### src/rtl/ies_pkg.sv
package ies_pkg;

  typedef enum logic [3:0] {
    S_RST_LO,
    S_RST_HI,
    S_IDLE,
    S_PAD,
    S_PUSH_H,
    S_PUSH_L,
    S_PUSH_S,
    S_VEC_L,
    S_VEC_H
  } seq_state_e;

  typedef enum logic [1:0] {
    SRC_IRQ,
    SRC_NMI,
    SRC_BRK
  } entry_src_e;

  // status bit positions
  localparam int unsigned SR_I = 2;
  localparam int unsigned SR_D = 3;
  localparam int unsigned SR_B = 4;
  localparam int unsigned SR_U = 5;

endpackage

### src/rtl/ies_pending.sv
module ies_pending (
  input  logic clk,
  input  logic rst_n,
  input  logic nmi_in,
  input  logic irq_in,
  input  logic irq_mask,
  input  logic clr_nmi,
  input  logic clr_irq,
  output logic nmi_pend,
  output logic irq_pend
);

  logic nmi_q, nmi_pend_q, irq_pend_q;
  logic nmi_pend_d, irq_pend_d, nmi_edge;

  always_comb begin
    nmi_edge   = nmi_in & ~nmi_q;
    // a new edge wins over a clear in the same cycle
    nmi_pend_d = nmi_edge | (nmi_pend_q & ~clr_nmi);
    irq_pend_d = (irq_in & ~irq_mask) | (irq_pend_q & ~clr_irq);
  end

  always_ff @(posedge clk or negedge rst_n) begin
    if (!rst_n) begin
      nmi_q      <= 1'b0;
      nmi_pend_q <= 1'b0;
      irq_pend_q <= 1'b0;
    end else begin
      nmi_q      <= nmi_in;
      nmi_pend_q <= nmi_pend_d;
      irq_pend_q <= irq_pend_d;
    end
  end

  assign nmi_pend = nmi_pend_q;
  assign irq_pend = irq_pend_q;

endmodule

### src/rtl/ies_status.sv
module ies_status
  import ies_pkg::*;
#(
  parameter int DW = 8
) (
  input  logic          clk,
  input  logic          rst_n,
  input  logic          load_en,
  input  logic [DW-1:0] load_val,
  input  logic          set_mask,
  output logic [DW-1:0] sr
);

  localparam logic [DW-1:0] BIT_I = DW'(1) << SR_I;
  localparam logic [DW-1:0] BIT_B = DW'(1) << SR_B;
  localparam logic [DW-1:0] BIT_U = DW'(1) << SR_U;
  localparam logic [DW-1:0] SR_RESET = BIT_I | BIT_U;

  logic [DW-1:0] sr_q, sr_d;
  logic          sr_en;

  always_comb begin
    sr_en = set_mask | load_en;
    sr_d  = sr_q;
    if (set_mask)
      sr_d = sr_q | BIT_I;
    else if (load_en)
      sr_d = (load_val & ~BIT_B) | BIT_U;
  end

  always_ff @(posedge clk or negedge rst_n) begin
    if (!rst_n)
      sr_q <= SR_RESET;
    else if (sr_en)
      sr_q <= sr_d;
  end

  assign sr = sr_q;

endmodule

### src/rtl/ies_stack.sv
module ies_stack #(
  parameter int            DW         = 8,
  parameter logic [DW-1:0] SP_INIT    = 8'hFD,
  parameter logic [DW-1:0] STACK_PAGE = 8'h01
) (
  input  logic            clk,
  input  logic            rst_n,
  input  logic            push,
  output logic [DW-1:0]   sp,
  output logic [2*DW-1:0] push_addr
);

  logic [DW-1:0] sp_q;

  always_ff @(posedge clk or negedge rst_n) begin
    if (!rst_n)
      sp_q <= SP_INIT;
    else if (push)
      sp_q <= sp_q - DW'(1);
  end

  assign sp        = sp_q;
  assign push_addr = {STACK_PAGE, sp_q};

endmodule

### src/rtl/ies_seq.sv
module ies_seq
  import ies_pkg::*;
#(
  parameter int              DW         = 8,
  parameter int              AW         = 16,
  parameter logic [DW-1:0]   BRK_OPCODE = 8'h00,
  parameter logic [AW-1:0]   VEC_NMI    = 16'hFFFA,
  parameter logic [AW-1:0]   VEC_RST    = 16'hFFFC,
  parameter logic [AW-1:0]   VEC_IRQ    = 16'hFFFE
) (
  input  logic          clk,
  input  logic          rst_n,
  input  logic          insn_end,
  input  logic          nmi_pend,
  input  logic          irq_pend,
  input  logic [DW-1:0] sr,
  input  logic [AW-1:0] stack_addr,
  input  logic [DW-1:0] bus_rdata,
  output logic [AW-1:0] bus_addr,
  output logic          bus_rd,
  output logic          bus_wr,
  output logic [DW-1:0] bus_wdata,
  output logic          opc_valid,
  output logic [DW-1:0] opc,
  output logic          push,
  output logic          set_mask,
  output logic          clr_nmi,
  output logic          clr_irq,
  output logic          entry_active,
  output logic          load_ok,
  output logic [AW-1:0] pc
);

  localparam logic [DW-1:0] BIT_B = DW'(1) << SR_B;

  seq_state_e    state_q, state_d;
  entry_src_e    src_q, src_d;
  logic [AW-1:0] pc_q, pc_d;
  logic [DW-1:0] vlo_q, vlo_d;
  logic [AW-1:0] vec_base;

  assign vec_base = (src_q == SRC_NMI) ? VEC_NMI : VEC_IRQ;

  always_comb begin
    state_d   = state_q;
    src_d     = src_q;
    pc_d      = pc_q;
    vlo_d     = vlo_q;
    bus_addr  = pc_q;
    bus_rd    = 1'b0;
    bus_wr    = 1'b0;
    bus_wdata = '0;
    opc_valid = 1'b0;
    push      = 1'b0;
    set_mask  = 1'b0;
    clr_nmi   = 1'b0;
    clr_irq   = 1'b0;
    unique case (state_q)
      S_RST_LO: begin
        bus_rd   = 1'b1;
        bus_addr = VEC_RST;
        vlo_d    = bus_rdata;
        state_d  = S_RST_HI;
      end
      S_RST_HI: begin
        bus_rd   = 1'b1;
        bus_addr = VEC_RST + AW'(1);
        pc_d     = {bus_rdata, vlo_q};
        state_d  = S_IDLE;
      end
      S_IDLE: begin
        if (insn_end) begin
          bus_rd = 1'b1;
          if (nmi_pend) begin
            src_d   = SRC_NMI;
            state_d = S_PAD;
          end else if (irq_pend) begin
            src_d   = SRC_IRQ;
            state_d = S_PAD;
          end else if (bus_rdata == BRK_OPCODE) begin
            src_d   = SRC_BRK;
            pc_d    = pc_q + AW'(1);
            state_d = S_PAD;
          end else begin
            opc_valid = 1'b1;
            pc_d      = pc_q + AW'(1);
          end
        end
      end
      S_PAD: begin
        bus_rd  = 1'b1;
        if (src_q == SRC_BRK)
          pc_d = pc_q + AW'(1);
        state_d = S_PUSH_H;
      end
      S_PUSH_H: begin
        bus_wr    = 1'b1;
        bus_addr  = stack_addr;
        bus_wdata = pc_q[AW-1:DW];
        push      = 1'b1;
        state_d   = S_PUSH_L;
      end
      S_PUSH_L: begin
        bus_wr    = 1'b1;
        bus_addr  = stack_addr;
        bus_wdata = pc_q[DW-1:0];
        push      = 1'b1;
        state_d   = S_PUSH_S;
      end
      S_PUSH_S: begin
        bus_wr    = 1'b1;
        bus_addr  = stack_addr;
        bus_wdata = (src_q == SRC_BRK) ? (sr | BIT_B) : sr;
        push      = 1'b1;
        set_mask  = 1'b1;
        state_d   = S_VEC_L;
      end
      S_VEC_L: begin
        bus_rd   = 1'b1;
        bus_addr = vec_base;
        vlo_d    = bus_rdata;
        state_d  = S_VEC_H;
      end
      S_VEC_H: begin
        bus_rd   = 1'b1;
        bus_addr = vec_base + AW'(1);
        pc_d     = {bus_rdata, vlo_q};
        clr_nmi  = (src_q == SRC_NMI);
        clr_irq  = (src_q == SRC_IRQ);
        state_d  = S_IDLE;
      end
      default: state_d = S_IDLE;
    endcase
  end

  always_ff @(posedge clk or negedge rst_n) begin
    if (!rst_n) begin
      state_q <= S_RST_LO;
      src_q   <= SRC_IRQ;
      pc_q    <= '0;
      vlo_q   <= '0;
    end else begin
      state_q <= state_d;
      src_q   <= src_d;
      pc_q    <= pc_d;
      vlo_q   <= vlo_d;
    end
  end

  assign opc          = bus_rdata;
  assign entry_active = (state_q != S_IDLE) && (state_q != S_RST_LO) && (state_q != S_RST_HI);
  assign load_ok      = (state_q == S_IDLE) && !insn_end;
  assign pc           = pc_q;

endmodule

### src/rtl/intr_entry_seq.sv
module intr_entry_seq
  import ies_pkg::*;
#(
  parameter int                DW         = 8,
  parameter logic [DW-1:0]     BRK_OPCODE = 8'h00,
  parameter logic [DW-1:0]     SP_INIT    = 8'hFD,
  parameter logic [DW-1:0]     STACK_PAGE = 8'h01,
  parameter logic [2*DW-1:0]   VEC_NMI    = 16'hFFFA,
  parameter logic [2*DW-1:0]   VEC_RST    = 16'hFFFC,
  parameter logic [2*DW-1:0]   VEC_IRQ    = 16'hFFFE
) (
  input  logic             clk,
  input  logic             rst_n,
  input  logic             nmi_in,
  input  logic             irq_in,
  input  logic             insn_end,
  input  logic             sr_load,
  input  logic [DW-1:0]    sr_load_val,
  input  logic [DW-1:0]    bus_rdata,
  output logic [2*DW-1:0]  bus_addr,
  output logic             bus_rd,
  output logic             bus_wr,
  output logic [DW-1:0]    bus_wdata,
  output logic             opc_valid,
  output logic [DW-1:0]    opc,
  output logic             entry_active,
  output logic [2*DW-1:0]  pc,
  output logic [DW-1:0]    sp,
  output logic [DW-1:0]    sr
);

  localparam int AW = 2 * DW;

  logic [1:0]    rst_sync_q;
  logic          rst_core_n;
  logic          nmi_pend, irq_pend;
  logic          push, set_mask, clr_nmi, clr_irq, load_ok;
  logic [AW-1:0] stack_addr;

  // asynchronous assert, synchronous release
  always_ff @(posedge clk or negedge rst_n) begin
    if (!rst_n)
      rst_sync_q <= 2'b00;
    else
      rst_sync_q <= {rst_sync_q[0], 1'b1};
  end
  assign rst_core_n = rst_sync_q[1];

  ies_pending u_pend (
    .clk      (clk),
    .rst_n    (rst_core_n),
    .nmi_in   (nmi_in),
    .irq_in   (irq_in),
    .irq_mask (sr[SR_I]),
    .clr_nmi  (clr_nmi),
    .clr_irq  (clr_irq),
    .nmi_pend (nmi_pend),
    .irq_pend (irq_pend)
  );

  ies_status #(.DW(DW)) u_sr (
    .clk      (clk),
    .rst_n    (rst_core_n),
    .load_en  (sr_load & load_ok),
    .load_val (sr_load_val),
    .set_mask (set_mask),
    .sr       (sr)
  );

  ies_stack #(.DW(DW), .SP_INIT(SP_INIT), .STACK_PAGE(STACK_PAGE)) u_stk (
    .clk       (clk),
    .rst_n     (rst_core_n),
    .push      (push),
    .sp        (sp),
    .push_addr (stack_addr)
  );

  ies_seq #(
    .DW(DW), .AW(AW), .BRK_OPCODE(BRK_OPCODE),
    .VEC_NMI(VEC_NMI), .VEC_RST(VEC_RST), .VEC_IRQ(VEC_IRQ)
  ) u_seq (
    .clk          (clk),
    .rst_n        (rst_core_n),
    .insn_end     (insn_end),
    .nmi_pend     (nmi_pend),
    .irq_pend     (irq_pend),
    .sr           (sr),
    .stack_addr   (stack_addr),
    .bus_rdata    (bus_rdata),
    .bus_addr     (bus_addr),
    .bus_rd       (bus_rd),
    .bus_wr       (bus_wr),
    .bus_wdata    (bus_wdata),
    .opc_valid    (opc_valid),
    .opc          (opc),
    .push         (push),
    .set_mask     (set_mask),
    .clr_nmi      (clr_nmi),
    .clr_irq      (clr_irq),
    .entry_active (entry_active),
    .load_ok      (load_ok),
    .pc           (pc)
  );

endmodule

### config.mk
export PLATFORM = sky130hd
export DESIGN_NAME = intr_entry_seq
export DESIGN_NICKNAME = d
export VERILOG_FILES = /design/src/rtl/ies_pkg.sv /design/src/rtl/ies_pending.sv /design/src/rtl/ies_status.sv /design/src/rtl/ies_stack.sv /design/src/rtl/ies_seq.sv /design/src/rtl/intr_entry_seq.sv
export SDC_FILE = /design/constraint.sdc
export NUM_CORES = 1
export LEC_CHECK = 0
export BUFFER_PORTS_ARGS = -buffer_cell sky130_fd_sc_hd__buf_2
export CORE_MARGIN = 5
export CORE_UTILIZATION = 58
export CTS_CLUSTER_DIAMETER = 60
export DETAILED_ROUTE_END_ITERATION = 12
export PLACE_DENSITY = 0.93
export SETUP_SLACK_MARGIN = 0.15
export SYNTH_ARGS = -nofsm -noshare
export SYNTH_HDL_FRONTEND = slang
export SYNTH_HIERARCHICAL = 1
export SYNTH_SLANG_ARGS = --single-unit
### constraint.sdc
create_clock -name clk -period 2.8 [get_ports clk]
set_input_delay 0.28 -clock clk [delete_from_list [all_inputs] [get_ports clk]]
set_output_delay 0.28 -clock clk [all_outputs]
set_load 0.01 [all_outputs]
Word level (Yosys, flattened, before mapping)
Cells that the tools add are included.
{ "totals": {"in_bits": 22, "out_inout_bits": 68, "elab_cells": 94, "register_bits": 49} }
{ "classes": {"n_eq_ne": 17, "reduce_logical": 20, "add_sub_neg": 3, "bitwise_logic": 13, "muxes": 30} }
{ "ops": {"columns": ["cell", "n"], "rows": [
  ["case mux 16 bit (5 select lines)", 1],
  ["2-to-1 mux 16 bit", 4],
  ["case mux 16 bit (3 select lines)", 1],
  ["adder 16 x 1 -> 16 bit (second input constant)", 2],
  ["case mux 4 bit (7 select lines)", 1],
  ["case mux 8 bit (3 select lines)", 1],
  ["equality test 4 x 3 -> 1 bit (second input constant)", 4],
  ["2-to-1 mux 4 bit", 4],
  ["2-to-1 mux 1 bit", 10],
  ["2-to-1 mux 3 bit", 3],
  ["equality test 4 x 2 -> 1 bit (second input constant)", 2],
  ["zero test 8 bit", 1],
  ["!= test 4 x 1 -> 1 bit (second input constant)", 2],
  ["subtractor 8 x 1 -> 8 bit (second input constant)", 1],
  ["2-to-1 mux 2 bit", 3],
  ["!= test 2 bit (second input constant)", 3],
  ["AND reduction 3 bit", 2],
  ["nonzero test 3 bit", 2],
  ["AND 1 bit", 5],
  ["2-to-1 mux 5 bit", 1],
  ["NOT 1 bit", 5],
  ["AND reduction 5 bit", 1],
  ["OR reduction 5 bit", 1],
  ["equality test 4 x 1 -> 1 bit (second input constant)", 1],
  ["other kinds (16)", 22]
]} }

Logic depth before layout (Yosys ltp)
Gate-level depths: netlist of the first run.
{ "depth": {"ltp_word": 6, "mapped_depth": 9, "depth_no_buf": 6} }

Cells and area by module
The synthesis of the first run kept the hierarchy.
{ "modules_own_cells": {"columns": ["module", "instances", "seq_area_each_um2", "cells_each", "area_per_inst_um2"], "rows": [
  ["ies_seq", 1, 750.7, 307, 2529.9],
  ["ies_stack", 1, 209.0, 46, 490.5],
  ["ies_status", 1, 151.4, 18, 260.2],
  ["ies_pending", 1, 75.1, 9, 115.1],
  ["intr_entry_seq", 1, 50.0, 4, 60.1]
]} }

Worst setup path after synthesis of the first run
No wires, ideal clock.
{ "synth_timing": {"kind": "register to register", "from": "reg u_seq.state_q[3]", "to": "reg u_stk.sp_q[7] (netlist: u_stk/sp[7])", "path_buffers": 3, "setup_ns": 0.075, "slack_ns": 0.834, "stages_incl_launch_ff": 10, "arrival_ns": 1.890, "required_time_ns": 2.725, "synth_period_minus_slack_ns": 1.966, "cell_sequence": "dfrtp_1 > buf_4 > and2b_1 > nand2_1 > inv_2 > buf_2 > buf_4 > nor4b_4 > nand3_1 > xnor2_1"} }
{ "synth_via": {"elab_chain_cells": 3, "elab_cells_between_ends": 5, "classes_between": "eq/ne (3); mux (1); reduce/logical (1)"} }
{ "synth_lines": {"columns": ["item", "line", "text"], "rows": [
  ["from (decl)", "ies_seq.sv:36", "seq_state_e state_q, state_d;"],
  ["from (signal assigned)", "ies_seq.sv:143", "state_q <= state_d;"],
  ["equality test 4 x 3 -> 1 bit", null, null],
  ["OR reduction 3 bit (no line) *", null, null],
  ["2-to-1 mux 1 bit *", null, null],
  ["via bus_wr", "intr_entry_seq.sv:22", "output logic bus_wr,"],
  ["to (signal assigned)", "ies_stack.sv:19", "sp_q <= sp_q - DW'(1);"],
  ["to (decl)", "ies_stack.sv:13", "logic [DW-1:0] sp_q;"]
]} }
The timed path passes the listed nets; every way through them passes the cells marked *.
A chain may end at the register's enable or synchronous reset.

Worst setup path after layout of the first run
{ "layout_timing": {"from": "reg u_seq.state_q[2]", "to": "out bus_addr[6]"} }
{ "layout_via": {"elab_chain_cells": 3, "elab_cells_between_ends": 9, "classes_between": "eq/ne (6); mux (1); reduce/logical (2)"} }
{ "layout_lines": {"columns": ["item", "line", "text"], "rows": [
  ["equality test 4 x 3 -> 1 bit", "ies_seq.sv:58", "unique case (state_q)"],
  ["OR reduction 3 bit (no line)", null, null],
  ["case mux 16 bit (5 select lines) *", "ies_seq.sv:58", null],
  ["to (decl)", "intr_entry_seq.sv:20", "output logic [2*DW-1:0] bus_addr,"]
]} }
Every way passes the cells marked *; elsewhere a longest branch is shown, timed or not.

==> flow_summary.yaml, run 1 <==
finish:
  n_antenna_cell: 0
  drive_gt1_share_pct: 30.82
  stdcell_count: 513
  area_growth_pct: 9.920
  fin_nets: 461
status:
  outcome: "finished clean"
yosys:
  netlist.area_leader.share_pct: 29.69
  synth_edf_count: 0
  synth_area_sq_um: 3456
  ys_seq_area_share_pct: 35.77
  synth_cell_types: 70
  syn_inst: 384
  ys_async_sr_fraction_pct: 100.0
  synth-main-ff-cell: "dfrtp_1"
  yosys.area.top_type: "dfrtp_1"
  syn_avg_cell_area_sq_um: 9.000
  synthTopCellsByArea: "dfrtp_1 30%, buf_4 6.1%, dfstp_2 6.1%, nand2_1 4.9%, nand3_1 3.5%"
  ys_warn_count: 6
  ys_ff_latch: 49
setup_path:
  cp_max_fo: 15
  worst_ep_required_time_ns: 2.52
  rr_worst_depth: 4
  startpoint_type: "flop"
  end_kind: "output port"
  crit_arrival_ns: 2.17
  crit_type: "reg2out"
sta:
  worst_slack_ns: 0.3499
  hold_violations: 0
  rsz0062_at_grt: "no"
  slew_violations: 0
  tns_ns: 0
  slew_headroom_pct: 32.01
  fin_skew_ns: 0.003468
  min_period_ns: 2.450
  worst_slew_pin_slew_ns: 1.020
  timing.final.crit_share_pct: 87.50
  timing.fmax_ghz: 0.4081
  setup_viol: 0
placement:
  gp_congestion: 0.9232
  hpwl_um: 6576
  place_inst: 504
  io_buffers: 85
  dp_slack_ns: 0.4603
global_route:
  antenna_found_initial: 0
  track_usage_pct: 25.07
  grt_pass1_wl_um: 15100
  grt_max_degree: 48
  grt.overflow.total: 0
  grt_pass1_vias: 3086
power:
  power_density_nw_per_um2: 1333
  ir_worst_vdd_mv: 0.5810
  power_mw: 5.062
  p_leak_nw: 1.722
drt:
  drc_errors: 0
  viasPerCell: 6.203
  dr_total_vias: 3182
  drt_iter0_drc: 407
  wirelength_um: 9161
  drt_first_pass_iters: 5
  wire_per_inst_um: 17.86
  drtAntennaViolNets: 0
floorplanning:
  die_w_um: 87.19
  ioPinCount: 90
  fp-row-count: 28
  die_area_sq_um: 7602
  core_region_area_sq_um: 5851
  die-height_um: 87.19
  start_util_pct: 59.07
job:
  cap_violations: 0
min_path:
  worstHoldPathCells: 1
  hold_class: "in2reg"
cts:
  cts_sinks: 49
  clock_latency_ns: 0.30
  htreeDepth: 2
  clk_pin_slew_worst_paths_ns: 0.09
  clockBufferDepth: 2
  cts_root_buffer: "clkbuf_8"
  cts_buffers: 5
  cts_tree: "done"
[kinds of logic after synthesis]
logic type      after synthesis  synth area share [%]
simple gates                143                 22.23
compound gates               86                 18.50
mux                          22                 6.843
fa+ha+maj                     2                0.7240
xor+xnor                     10                 3.077
flops                        49                 35.77
buf+inv                      67                 12.31
other cells                   5                0.5431
[Yosys cell counts, drive strengths merged, types with 2 or more instances]
cell,count
buf,48
nand2,46
dfrtp,41
nor2,28
nand3,24
a22oi,14
a21oi,13
inv,13
mux2,13
o21ai,12
o22ai,12
mux2i,9
dfstp,8
a2bb2oi,7
nand4,7
clkbuf,6
nor2b,6
conb,5
nand2b,5
nor3,5
or4,5
xnor2,5
xor2,5
and2,4
o2bb2a,4
o211ai,3
o22a,3
a211o,2
a211oi,2
a22o,2
a31oi,2
and2b,2
and3,2
and4,2
ha,2
nand3b,2
nor4b,2
[per-stage QoR]
step	hold slack (ns)	instance area, sq um	util (%)
after global placement	0.06497	3695	63.15
after global routing	0.08802	3799	64.93
after CTS	0.09487	3799	64.93
after detailed placement	0.06659	3695	63.15
after floorplan	-0.01559	3478	-
final	0.09275	3799	64.93
[flip-flops by register name, summed over array words and instances, names as in the netlist]
name,flops
u_pend/nmi_q,1
u_pend/nmi_pend,1
u_seq/state_q,4
rst_sync_q,2
u_stk/sp,8
u_seq/pc,16
u_pend/irq_pend,1
u_seq/vlo_q,8
u_seq/src_q,2
u_sr/sr,6
[what timing repair did]
action | 4_1_cts | 5_1_grt
hold buffers | 1 | 0
setup endpoints to repair | 4 | 0
gates resized for setup | 1 | 0
hold endpoints to repair | 2 | 0
buffers inserted | 0 | 0
[final cells by class]
type,count,area (sq um)
timing repair buffer,94,508.0
inverter,13,48.80
fill,465,2052
clock buffer,8,90.09
tap,75,93.84
multi-input combinational,274,1821
sequential,49,1237
[final timing paths]
kind	start	to	slack (ns)
max in group asynchronous	rst_sync_q[1]$_DFF_PN0_	u_seq/src_q[0]$_DFFE_PN0P_	1.71
min in group asynchronous	rst_n	rst_sync_q[0]$_DFF_PN0_	0.28
min reg2reg	rst_sync_q[0]$_DFF_PN0_	rst_sync_q[1]$_DFF_PN0_	0.36
min	nmi_in	u_pend/nmi_q$_DFF_PN0_	0.09
max	u_seq/state_q[2]$_DFFE_PN0P_	bus_addr[6]	0.35
max reg2reg	u_seq/state_q[2]$_DFFE_PN0P_	u_seq/vlo_q[3]$_DFFE_PN0P_	0.60
[critical path: stages, from the launching register on]
cell and delay (ns):
dfrtp_1 0.57, nand2b_1 0.40, nor2_1 0.13, a21oi_2 0.42, o211ai_1 0.16, buf_2 0.17
[cell usage in the layout, fill, tap and decap left out, types with 3 or more instances in the layout]
master / n
a21oi_1: 12
a22oi_1: 14
a2bb2oi_1: 7
and2_1: 4
buf_2: 85
buf_4: 7
clkbuf_8: 6
conb_1: 11
dfrtp_1: 40
dfstp_2: 8
inv_1: 12
mux2_1: 8
mux2_2: 5
mux2i_1: 9
nand2_1: 45
nand2b_1: 5
nand3_1: 24
nand4_1: 5
nor2_1: 26
nor2b_1: 4
nor3_1: 5
o211ai_1: 3
o21ai_0: 10
o22a_1: 3
o22ai_1: 10
o2bb2a_1: 4
or4_1: 4
xnor2_1: 5
xor2_1: 4
[power by group]
part	switching, mW	leakage, nW	internal, mW
registers	0.555	0.557	1.06
clock network	0.230	0.0455	0.202
logic	1.74	1.12	1.28
[routing by layer]
layer / wire, um / up-vias / track usage, %
met5: 0 / - / 0
met4: 189 / 0 / 8.647
met3: 969 / 32 / 5.866
met2: 4525 / 214 / 40.99
met1: 3478 / 1500 / 32.65
li1: - / 1436 / -
Power figures use the tool's default switching activity.
==> run 2: changes to the inputs <==
--- a/config.mk
+++ b/config.mk
@@ -10,7 +10,9 @@
 export CORE_UTILIZATION = 58
 export CTS_CLUSTER_DIAMETER = 60
 export DETAILED_ROUTE_END_ITERATION = 12
+export HOLD_SLACK_MARGIN = 0.05
 export PLACE_DENSITY = 0.93
+export REMOVE_ABC_BUFFERS = 1
 export SETUP_SLACK_MARGIN = 0.15
 export SYNTH_ARGS = -nofsm -noshare
 export SYNTH_HDL_FRONTEND = slang
==> run 2 against run 1 <==
Net effect: count of clock-buffer cells in the layout down 2; critical path type unchanged; setup slack better by 0.016 ns; register-to-register slack got worse by 0.03 ns; die area is the same; global-route usage rose by 0.21 points; combinational power down 2%; largest cell class unchanged.
==> flow_summary.yaml, run 2 (same netlist as run 1, synthesis figures left out) <==
status:
  outcome: "finished clean"
drt:
  drtAntennaViolNets: 0
  viasPerCell: 6.240
  drt_first_pass_iters: 7
  wirelength_um: 9455
  dr_total_vias: 3201
  drt_iter0_drc: 433
  drc_errors: 0
  wire_per_inst_um: 18.43
sta:
  worst_slack_ns: 0.3656
  setup_viol: 0
  rsz0062_at_grt: "no"
  timing.fmax_ghz: 0.4108
  worst_slew_pin_slew_ns: 1.048
  slew_violations: 0
  hold_violations: 0
  whs_ns: 0.08926
  tns_ns: 0
  min_period_ns: 2.434
  fin_skew_ns: 0.008135
  timing.final.crit_share_pct: 86.94
  slew_headroom_pct: 30.11
finish:
  n_antenna_cell: 0
  fin_nets: 461
  area_growth_pct: 10.46
  layout_common_cells: "85 x buf_2, 45 x nand2_1, 37 x dfrtp_1"
  largest_reg_flops: 16
  final_common_cell: "buf_2"
  fin_area_sq_um: 3817
  final_util_pct: 65.25
  stdcell_count: 513
  drive_gt1_share_pct: 31.74
  multi_input_area_sq_um: 1817
  seqCellArea_sq_um: 1241
  nFillCells: 466
floorplanning:
  die-height_um: 87.19
  core_region_area_sq_um: 5851
  die_area_sq_um: 7602
  start_util_pct: 59.07
  ioPinCount: 90
  die_w_um: 87.19
  fp-row-count: 28
cts:
  clock_latency_ns: 0.31
  cts_buffers: 5
  clockBufferDepth: 2
  cts_sinks: 49
  cts_tree: "done"
  clk_pin_slew_worst_paths_ns: 0.09
  cts_root_buffer: "clkbuf_8"
  htreeDepth: 2
setup_path:
  startpoint_type: "flop"
  crit_type: "reg2out"
  worst_ep_required_time_ns: 2.52
  end_kind: "output port"
  cp_max_fo: 20
  crit_arrival_ns: 2.15
placement:
  gp_congestion: 0.9036
  dp_slack_ns: 0.5651
  dpl_cell_area_sq_um: 3682
  hpwl_um: 6693
  place_inst: 504
  io_buffers: 85
global_route:
  grt_pass1_vias: 3060
  grt_pass1_wl_um: 15070
  grt.overflow.total: 0
  grt_max_degree: 48
  antenna_found_initial: 0
  track_usage_pct: 25.28
job:
  cap_violations: 0
power:
  power_mw: 5.194
  p_leak_nw: 1.725
  ir_worst_vdd_mv: 0.6050
  power_density_nw_per_um2: 1361
min_path:
  hold_class: "in2reg"
-- run 2: path summary, 6_finish.rpt --
check | to | from | slack, ns | depth (start not counted)
setup / recovery | bus_addr[3] | u_seq/state_q[3]$_DFFE_PN0P_ | 0.37 | 7
hold / removal | u_pend/nmi_q$_DFF_PN0_ | nmi_in | 0.09 | 1
setup reg to reg | u_seq/vlo_q[4]$_DFFE_PN0P_ | u_seq/state_q[2]$_DFFE_PN0P_ | 0.57 | 4
hold reg to reg | rst_sync_q[1]$_DFF_PN0_ | rst_sync_q[0]$_DFF_PN0_ | 0.37 | 0
max in group asynchronous | u_seq/state_q[3]$_DFFE_PN0P_ | rst_sync_q[1]$_DFF_PN0_ | 1.61 | 0
min in group asynchronous | rst_sync_q[1]$_DFF_PN0_ | rst_n | 0.27 | 2
-- run 2: what timing repair did --
item | 4_1_cts | 5_1_grt
gates resized for setup | 0 | 4
hold buffers | 1 | 0
hold endpoints to repair | 2 | 0
setup buffers | 0 | 0
setup endpoints to repair | 0 | 3
-- run 2: critical path, cell delays in order, from the launching register on --
cell and delay [ns]:
dfrtp_2 0.56, buf_4 0.23, and2b_1 0.26, nand2_1 0.14, clkinv_2 0.24, nand2_1 0.16
nand3_1 0.10, buf_2 0.15
-- run 2: cell type report --
type	instances	share of cell area, %
timing repair buffer	94	12.98
multi-input combinational	274	47.59
clock buffer	6	2.163
sequential	49	32.51
inverter	13	1.311
clock inverter	2	0.9833
tap	75	2.458
-- run 2: power breakdown --
group          internal (mW)  total (mW)  leakage [nW]  switching, mW
Sequential              1.06        1.69         0.553          0.627
Clock                  0.291       0.542        0.0574          0.251
Combinational           1.26        2.96          1.11           1.70
Total                   2.61        5.19          1.72           2.58
-- run 2: per-layer routing --
metal	up-vias	GRT usage [%]	wire length [um]
met4	0	9.066	197
met3	28	5.771	937
met1	1535	32.35	3592
met2	202	41.89	4727
li1	1436	-	-
met5	-	0	0
==> run 3: changes to the inputs <==
--- a/config.mk
+++ b/config.mk
@@ -7,11 +7,12 @@
 export LEC_CHECK = 0
 export BUFFER_PORTS_ARGS = -buffer_cell sky130_fd_sc_hd__buf_2
 export CORE_MARGIN = 5
-export CORE_UTILIZATION = 58
+export CORE_UTILIZATION = 59
+export CTS_BUF_LIST = sky130_fd_sc_hd__clkbuf_4
 export CTS_CLUSTER_DIAMETER = 60
 export DETAILED_ROUTE_END_ITERATION = 12
 export HOLD_SLACK_MARGIN = 0.05
-export PLACE_DENSITY = 0.93
+export PLACE_DENSITY = 0.95
 export REMOVE_ABC_BUFFERS = 1
 export SETUP_SLACK_MARGIN = 0.15
 export SYNTH_ARGS = -nofsm -noshare
==> run 3 against run 2 <==
Net effect: critical path depth is 2 lower; critical endpoint is now bus_addr[1]; final cell count is 0.58% lower; global-route usage is 1.0 points lower; clock skew is 0.0032 ns lower; wire length is 4.8% lower; die area is 1.5% lower; register-to-register slack worse by 0.11 ns.
==> flow_summary.yaml, run 3 (same netlist as run 1, synthesis figures left out) <==
status:
  outcome: "finished clean"
placement:
  gp_congestion: 0.9049
  hpwl_um: 6433
  io_buffers: 85
floorplanning:
  die-height_um: 86.54
  core_region_area_sq_um: 5608
  die_area_sq_um: 7488
  ioPinCount: 90
  start_util_pct: 61.62
  fp-row-count: 27
  die_w_um: 86.54
drt:
  viasPerCell: 6.273
  drt_first_pass_iters: 5
  dr_total_vias: 3199
  drt_iter0_drc: 373
  wire_per_inst_um: 17.65
  wirelength_um: 9001
  drc_errors: 0
  drtAntennaViolNets: 0
min_path:
  hold_end: "u_sr/sr[2]$_DFFE_PN1P_"
  worstHoldStart: "sr_load_val[2]"
  worstHoldPathCells: 2
  hold_class: "in2reg"
finish:
  n_antenna_cell: 0
  layout_common_cells: "85 x buf_2, 45 x nand2_1, 39 x dfrtp_1"
  area_growth_pct: 9.812
  largest_reg_flops: 16
  drive_gt1_share_pct: 31.05
  fin_nets: 461
  final_common_cell: "buf_2"
power:
  power_density_nw_per_um2: 1344
  p_leak_nw: 1.724
  ir_worst_vdd_mv: 0.6173
  power_mw: 5.102
sta:
  timing.final.crit_share_pct: 88.39
  slew_violations: 0
  fin_skew_ns: 0.004897
  rsz0062_at_grt: "no"
  min_period_ns: 2.475
  tns_ns: 0
  slew_headroom_pct: 30.82
  hold_violations: 0
  worst_slew_pin_slew_ns: 1.038
  setup_viol: 0
  timing.fmax_ghz: 0.4041
setup_path:
  r2r_slack_ns: 0.46
  end_kind: "output port"
  worst_ep_required_time_ns: 2.52
  cp_max_fo: 22
  worstSetupStartpoint: "u_seq/state_q[1]$_DFFE_PN0P_"
  worstReg2RegStart: "u_seq/state_q[1]$_DFFE_PN0P_"
  startpoint_type: "flop"
  crit_arrival_ns: 2.19
  crit_type: "reg2out"
  rr_worst_depth: 4
  reg2reg_to: "u_seq/vlo_q[7]$_DFFE_PN0P_"
global_route:
  grt.overflow.total: 0
  grt_pass1_wl_um: 14750
  grt_max_degree: 48
  track_usage_pct: 24.23
  grt_pass1_vias: 3074
  antenna_found_initial: 0
cts:
  cts_buffers: 5
  cts_tree: "done"
  clk_pin_slew_worst_paths_ns: 0.14
  cts_setup_buffers: 0
  htreeDepth: 2
  clock_latency_ns: 0.36
  cts_sinks: 49
  clockBufferDepth: 2
  cts_root_buffer: "clkbuf_4"
job:
  cap_violations: 0
[run 3: cell count changes in the layout (fill, tap and decap cells not counted)]
cell           before  now
dlygate4sd3_1       1    2
bufinv_16           1    2
clkbuf_4            0    5
inv_2               0    1
clkbuf_8            6    0
dfrtp_2             4    2
clkinvlp_4          1    0
buf_4               8    7
dfrtp_1            37   39
[run 3: timing repair]
| action | 4_1_cts | 5_1_grt |
|---|---|---|
| gates resized for setup | 0 | 1 |
| setup endpoints to repair | 0 | 14 |
| hold buffers | 2 | 0 |
| hold endpoints to repair | 3 | 0 |
[run 3: metrics by stage]
step                setup slack [ns]  hold WS [ns]  util [%]  area, sq um  std cells
floorplan                     0.5269      -0.01559         -         3102        336
global placement              0.5947       0.06613     65.46         3671        500
detailed placement            0.5692       0.06696     65.46         3671        500
CTS                           0.1592        0.1120     67.65         3794        510
global route                  0.1779        0.1131     67.67         3795        510
finish                        0.3251        0.1290     67.67         3795        510
[run 3: worst max-delay path: stages, from the launching register on]
cell	delay (ns)
dfrtp_1	0.80
or2_1	0.46
nor2_1	0.13
o21ai_0	0.17
nand3_1	0.11
buf_2	0.15
[run 3: cell type report]
| class | instances | area [sq um] |
|---|---|---|
| clock buffer | 5 | 37.54 |
| clock inverter | 3 | 65.06 |
| fill | 460 | 1813 |
| inverter | 13 | 48.80 |
| multi-input combinational | 274 | 1817 |
| sequential | 49 | 1239 |
| tap | 72 | 90.09 |
| timing repair buffer | 94 | 498.0 |
[run 3: power breakdown]
part           internal [mW]  switching, mW
sequential              1.05          0.598
clock                  0.277          0.230
combinational           1.25           1.69
total                   2.59           2.52
[run 3: worst max path at each step]
stage / to / slack [ns]
after CTS: bus_addr[6] / 0.16
final: bus_addr[1] / 0.33
after global placement: bus_addr[3] / 0.59
after global routing: bus_addr[6] / 0.18
after detailed placement: u_seq/vlo_q[7]$_DFFE_PN0P_ / 0.57
after floorplan: bus_addr[6] / 0.53
[run 3: routing by layer]
metal / part of all wire (%) / up-vias / track usage, %
met5: 0 / - / 0
met4: 2.4 / 0 / 8.215
met3: 9.1 / 24 / 3.992
met2: 49 / 208 / 39.57
met1: 39 / 1528 / 32.69
li1: - / 1439 / -
